**config.mk**
```make
export PLATFORM = sky130hd
export DESIGN_NAME = cal_shadow_regs
export DESIGN_NICKNAME = d
export VERILOG_FILES = /design/src/rtl/cal_shadow_regs.sv
export SDC_FILE = /design/constraint.sdc
export NUM_CORES = 1
export LEC_CHECK = 0
export BUFFER_PORTS_ARGS = -buffer_cell sky130_fd_sc_hd__buf_4
export CORE_MARGIN = 2
export CORE_UTILIZATION = 38
export DETAILED_ROUTE_END_ITERATION = 6
export GPL_TIMING_DRIVEN = 0
export PLACE_DENSITY = 0.59
export RECOVER_POWER = 25
export SLEW_MARGIN = 0
export SYNTH_ARGS = -nofsm -noshare
export SYNTH_HDL_FRONTEND = slang
export SYNTH_SLANG_ARGS = --single-unit
```
**constraint.sdc**
```tcl
create_clock -name clk -period 0.9 [get_ports clk]
set_clock_uncertainty 0.05 [all_clocks]
set_input_delay 0.045 -clock clk [delete_from_list [all_inputs] [get_ports clk]]
set_output_delay 0.045 -clock clk [all_outputs]
set_load 0.02 [all_outputs]
```
**src/rtl/cal_shadow_regs.sv**
```systemverilog
module cal_shadow_regs #(
  parameter int NREG = 6,
  parameter int DW   = 8,
  parameter int AW   = 3
) (
  input  logic               clk,
  input  logic               rst_n,
  input  logic               wr_en,
  input  logic [AW-1:0]      wr_addr,
  input  logic [DW-1:0]      wr_data,
  input  logic               upd,
  input  logic               sync_in,
  output logic [NREG*DW-1:0] act_regs,
  output logic               cal_start,
  output logic [4:0]         cal_div,
  output logic               ctr_rst
);
  localparam logic [DW-1:0] CTRL_RST = DW'(8'h06);
  localparam logic [NREG-1:0][DW-1:0] RSTV = {{((NREG-1)*DW){1'b0}}, CTRL_RST};

  logic [NREG-1:0][DW-1:0] buf_q, act_q;
  logic cal_q, s1, s2;
  logic hit;

  assign hit = wr_en && (int'(wr_addr) < NREG);

  always_ff @(posedge clk or negedge rst_n) begin
    if (!rst_n) begin
      buf_q <= RSTV;
      act_q <= RSTV;
      cal_q <= 1'b0;
      s1    <= 1'b0;
      s2    <= 1'b0;
    end else begin
      if (upd) act_q <= buf_q;
      if (hit) buf_q[wr_addr] <= wr_data;
      cal_q <= act_q[0][0];
      s1    <= sync_in;
      s2    <= s1;
    end
  end

  assign act_regs  = act_q;
  assign cal_start = act_q[0][0] & ~cal_q;
  assign cal_div   = 5'b00010 << act_q[0][2:1];

  always_comb begin
    case (act_q[0][4:3])
      2'b01:   ctr_rst = sync_in;
      2'b10:   ctr_rst = s2;
      default: ctr_rst = 1'b0;
    endcase
  end
endmodule

```
==> results of run 1 <==
## how the worst max path moves through the flow
stage                      from  endpoint  slack [ps]  depth (start not counted)
floorplan            wr_addr[2]  buf_q[0]        -150                          2
global placement     wr_addr[2]  buf_q[0]        -480                          3
detailed placement   wr_addr[2]  buf_q[0]        -490                          3
CTS                 act_regs[4]   ctr_rst        -550                          4
global route        act_regs[4]   ctr_rst        -590                          5
finish              act_regs[4]   ctr_rst        -520                          5
## per-stage QoR
step | setup slack, ps | total power [mW] | std cells | hold WS (ps)
CTS | -551.0 | 13.32 | 462 | -226.3
finish | -519.4 | 13.30 | 467 | -63.57
global route | -585.6 | 14.05 | 467 | 77.14
global placement | -481.6 | 9.662 | 426 | 120.6
floorplan | -149.9 | 8.217 | 225 | -300.6
detailed placement | -490.0 | 9.741 | 426 | 124.3
## sequential cells by signal, indices dropped and copies added, names as in the netlist
name	count
act_regs	48
buf_q	48
cal_q	1
s1	1
s2	1
## cell type report
type	count	area, um2	share of cell area [%]
clock inverter	4	50.05	0.9497
inverter	2	7.507	0.1425
buffer	10	80.08	1.519
clock buffer	12	145.1	2.754
tap	133	166.4	3.158
sequential	99	2485	47.15
multi-input combinational	114	1390	26.38
timing repair buffer	93	945.9	17.95
## per-layer routing
layer	wire [um]	up-vias
met1	3371	1140
met5	0	-
met4	51	0
met3	372	7
li1	-	996
met2	3652	49
## worst max-delay path: cells and delay by family (launching register included)
kind                     cells  cell delay (ps)
flip-flops                   1              410
AO/OA/AOI/OAI                1              190
buffers and inverters        2              170
adder cells (fa/ha/maj)      1              160
AND/OR/NAND/NOR              1               40
## cell usage in the layout (no fill, tap or decap), types with 2 or more instances in the layout
master,netlist,final
mux2_2,94,67
buf_6,2,63
clkbuf_1,1,3
dlygate4sd3_1,0,9
nand4b_2,2,2
inv_2,0,2
dfrtp_1,95,93
nand2_1,2,2
dfstp_2,4,4
dfrtp_2,0,2
nor2b_4,0,3
clkbuf_8,0,10
mux2_4,0,27
clkbuf_4,0,2
buf_4,1,27
clkinvlp_4,0,2
and4bb_2,3,3
## logic make-up (layout without fill, tap and decap cells)
| kind of cell | count (synthesis) | count (layout) | synth area share (%) |
|---|---|---|---|
| buf+inv | 12 | 121 | 1.882 |
| compound gates | 3 | 3 | 0.4623 |
| flops | 99 | 99 | 65.50 |
| fa+ha+maj | 2 | 2 | 0.6602 |
| other cells | 1 | 1 | 0.09895 |
| mux | 94 | 94 | 27.93 |
| simple gates | 14 | 14 | 3.467 |
## power by group
part	total, mW	leakage, nW	internal (mW)	switching (mW)
sequential	6.28	1.18	5.55	0.730
clock	2.80	0.0926	1.36	1.44
combinational	4.23	1.13	2.56	1.67
## timing repair
item / 4_1_cts / 5_1_grt
setup buffers: 11 / 5
pin swaps: 4 / 2
endpoints found under the setup margin: 64 / 63
endpoints found under the hold margin: 144 / 95
gates resized for setup: 60 / 11
==> results.toml, run 1 <==
[clock_tree]
cts.clk_slew.worst_paths_ps = 90
numCtsBuffers = 9
hold_buffers = 9
clock_latency_ps = 350
cts_tree = "done"
cts-htree-levels = 3
cts.sinks = 99
cts-root-buf = "clkbuf_8"
clockBufferDepth = 2

[floorplan]
fp.dieW_um = 103.9
start_util_pct = 38.95
die_area_um2 = 10790
die_h_um = 103.9
io_pins = 71
rows = 36
coreArea_um2 = 9729

[timing]
drv_slew = 0
setup_viol = 65
final-hold-violation-count = 43
whs_ps = -63.57
slew_headroom_pct = 11.75
final.period_utilization_pct = 157.7
rsz0062_at_grt = "yes"
tns_ps = -7868
tightest_slew_ps = 1324
period_needed_ps = 1419
fin_ws_ps = -519.4
max_freq_ghz = 0.7045

[grt]
grt_pass1_wl_um = 12360
antenna_found_initial = 0
grtUsageMet2_pct = 22.89
grt_max_degree = 100
use_met1_pct = 20.11
first_global_vias = 2300
busiest_layer = "met2"
overflow = 0
grt_usage_pct = 14.70
grt_util_met3_pct = 4.825

[pwr]
powerDensity_nw_per_um2 = 2524
p_leak_nw = 2.408
vdd_drop_max_v = 0.001227

[place]
hpwl_um = 4785
place.gp.congestion = 0.7013
port_buffers = 68
place_area_um2 = 4608

[route]
drtAntennaViolNets = 0
routed_wl_um = 7447
vias = 2192
vias_per_cell = 4.694
routedWlPerCell_um = 15.95
drt_first_pass_iters = 4
drc = 0
drt_iter0_markers = 59

[layout]
layout.nets = 347
num-fill-cells = 849
fin_util_pct = 54.17
area_growth_pct = 39.06
layout-drive-gt1-share_pct = 66.77
design_area_um2 = 5270
n_antenna_cell = 0

[setup_path]
critPathSlowestCell = "dfrtp_2"
critical_path_class = "reg2out"
crit_path_end_kind = "primary output"
reg2reg_setup_slack_ps = -50
arrival_ps = 1320
cp-start-kind = "register"
critPathMaxFanout = 3
worstRegToRegCells = 2
required_ps = 810
timing.rr.end = "act_regs[0]"
critical_path.max_stage_delay_ps = 410
r2r_start = "act_regs[0]"
crit_chain = "inv_2 -> ha_2 -> a22oi_2 -> nor2_4 -> buf_6"

[logic_synthesis]
synthTopCellsByCount = "dfrtp_1 (95), mux2_2 (94), buf_2 (6)"
synth_edf_count = 0
syn_avg_cell_area_um2 = 16.84
synthTopCellsByArea = "dfrtp_1 (63%), mux2_2 (28%), dfstp_2 (2.8%)"
syn_nets = 243
synth_top_area_share_pct = 62.73
syn_inst = 225
synth.largest_area_cell = "dfrtp_1"
synthArstFlopShare_pct = 100.0
yosysSeqAreaShare_pct = 65.50
synth.most_common_cell = "dfrtp_1"
ys_ff_latch = 99
yosysUniqueCellTypes = 19
synthFlopType = "dfrtp_1"
syn-cell-area_um2 = 3790
synth_warnings = 0

[outcome]
status = "complete, but fails checks"
violations = "negative hold slack, negative setup slack"

[run]
maxCapViolCount = 0

[min_path]
min_path_type = "in2async"
No activity file was read; power rests on OpenSTA's default activity.
==> inputs of run 2 (changes only) <==
--- a/config.mk
+++ b/config.mk
@@ -8,6 +8,7 @@
 export BUFFER_PORTS_ARGS = -buffer_cell sky130_fd_sc_hd__buf_4
 export CORE_MARGIN = 2
 export CORE_UTILIZATION = 38
+export CTS_BUF_LIST = sky130_fd_sc_hd__clkbuf_16
 export DETAILED_ROUTE_END_ITERATION = 6
 export GPL_TIMING_DRIVEN = 0
 export PLACE_DENSITY = 0.59
==> results.toml, run 2 (synthesis gave the netlist of run 1 again) <==
[place]
port_buffers = 68
place_area_um2 = 4608
placed_cells = 426
hpwl_um = 4785
pre_cts_slack_ps = -490.0
place.gp.congestion = 0.7013

[setup_path]
cp-start-kind = "register"
required_ps = 810
worstSetupStartpoint = "act_regs[4]"
critPathMaxFanout = 3
r2r_start = "act_regs[15]"
critical_path_class = "reg2out"
arrival_ps = 1300
crit_path_end_kind = "primary output"

[pwr]
powerDensity_nw_per_um2 = 2651
p_sw_mw = 3.988
fin_total_pwr_mw = 14.24
power_switching_share_pct = 28.00
vdd_drop_max_v = 0.001211
seqPwrFrac_pct = 44.2
power_frac_clock_pct = 26.0
p_leak_nw = 2.464
internal-power_mw = 10.25
power_frac_comb_pct = 29.8

[floorplan]
die_h_um = 103.9
fp.dieW_um = 103.9
rows = 36
coreArea_um2 = 9729
start_util_pct = 38.95
die_area_um2 = 10790
io_pins = 71

[layout]
area_growth_pct = 41.76
design_area_um2 = 5373
fin_util_pct = 55.22
layout-drive-gt1-share_pct = 66.57
final_common_cell = "dfrtp_1"
regArea_um2 = 2485
n_antenna_cell = 0
final_cell_mix = "dfrtp_1 (93), mux2_2 (67), buf_6 (64)"
num-fill-cells = 833
instances_no_fill = 468
layout.nets = 348
multiInputGateArea_um2 = 1390

[timing]
tightest_slew_ps = 886.2
final-hold-violation-count = 95
slew_headroom_pct = 40.92
drv_slew = 0
period_needed_ps = 1393
fin_ws_ps = -492.6
final.period_utilization_pct = 154.7
rsz0062_at_grt = "yes"
whs_ps = -257.1
setup_viol = 64
max_freq_ghz = 0.7181

[outcome]
violations = "negative hold slack, negative setup slack"
status = "complete, but fails checks"

[route]
drc = 0
drt_first_pass_iters = 4
drt_iter0_markers = 49
vias_per_cell = 4.669
routedWlPerCell_um = 16.14
vias = 2185
drtAntennaViolNets = 0
routed_wl_um = 7553

[clock_tree]
cts_tree = "done"
clockBufferDepth = 2
numCtsBuffers = 9
clock_latency_ps = 330
cts-root-buf = "clkbuf_16"
cts.sinks = 99
hold_buffers = 9
cts-htree-levels = 3
cts.clk_slew.worst_paths_ps = 60

[min_path]
min_path_type = "in2async"

[grt]
grt_usage_pct = 14.97
grt_pass1_wl_um = 12500
first_global_vias = 2298
overflow = 0
grt_max_degree = 100
antenna_found_initial = 0

[run]
maxCapViolCount = 0
-- run 2: cell count changes in the layout (fill, tap and decap cells not counted) --
cell       change
clkbuf_1       -2
inv_1          +2
clkbuf_16      +9
buf_6          +1
buf_4          +1
clkbuf_8      -10
clkbuf_4       -1
clkinv_1       +1
-- run 2: final timing paths --
check	end	slack (ps)	cells past startpoint
min in group clk	act_regs[3]	210	4
min	buf_q[0]	-260	1
max	ctr_rst	-490	5
max in group asynchronous	act_regs[3]	390	1
min reg2reg	s2	300	0
max reg2reg	act_regs[15]	-50	2
-- run 2: power by group through the flow --
stage	clock network [mW]	registers (mW)	logic, mW
after floorplan	0	6.81	1.40
after global placement	0	6.21	3.45
after detailed placement	0	6.25	3.49
after CTS	3.81	6.29	4.11
after global routing	4.03	6.44	4.51
final	3.70	6.29	4.25
-- run 2: final cells by class --
cell class,instances,area share (%)
buffer,10,1.490
clock buffer,9,4.192
clock inverter,7,1.141
inverter,2,0.1397
multi-input combinational,114,25.87
sequential,99,46.25
tap,133,3.097
timing repair buffer,94,17.82
-- run 2: metrics by stage --
stage | setup TNS (ps) | hold WS, ps
after global placement | -50400 | 120.6
after global routing | -8846 | -180.1
after detailed placement | -53070 | 124.3
after floorplan | -2244 | -300.6
after CTS | -6758 | -198.8
final | -6480 | -257.1
-- run 2: routing by layer --
layer | GRT usage [%] | up-vias | share of wire, %
met1 | 20.12 | 1129 | 46
met3 | 5.013 | 10 | 4.5
met5 | 0 | - | 0
met2 | 23.26 | 45 | 48
li1 | - | 1001 | -
met4 | 4.344 | 0 | 1.1
-- run 2: timing repair --
action / in CTS / in global routing
resized for setup: 60 / 11
hold endpoints to repair: 144 / 95
endpoints found under the setup margin: 64 / 63
pin swaps: 4 / 2
buffers inserted: 11 / 6
-- run 2: critical path, stage by stage (launching register included) --
cell and delay (ps):
dfrtp_2 400, inv_2 50, ha_2 160, a22oi_2 190
nor2_4 40, buf_6 120
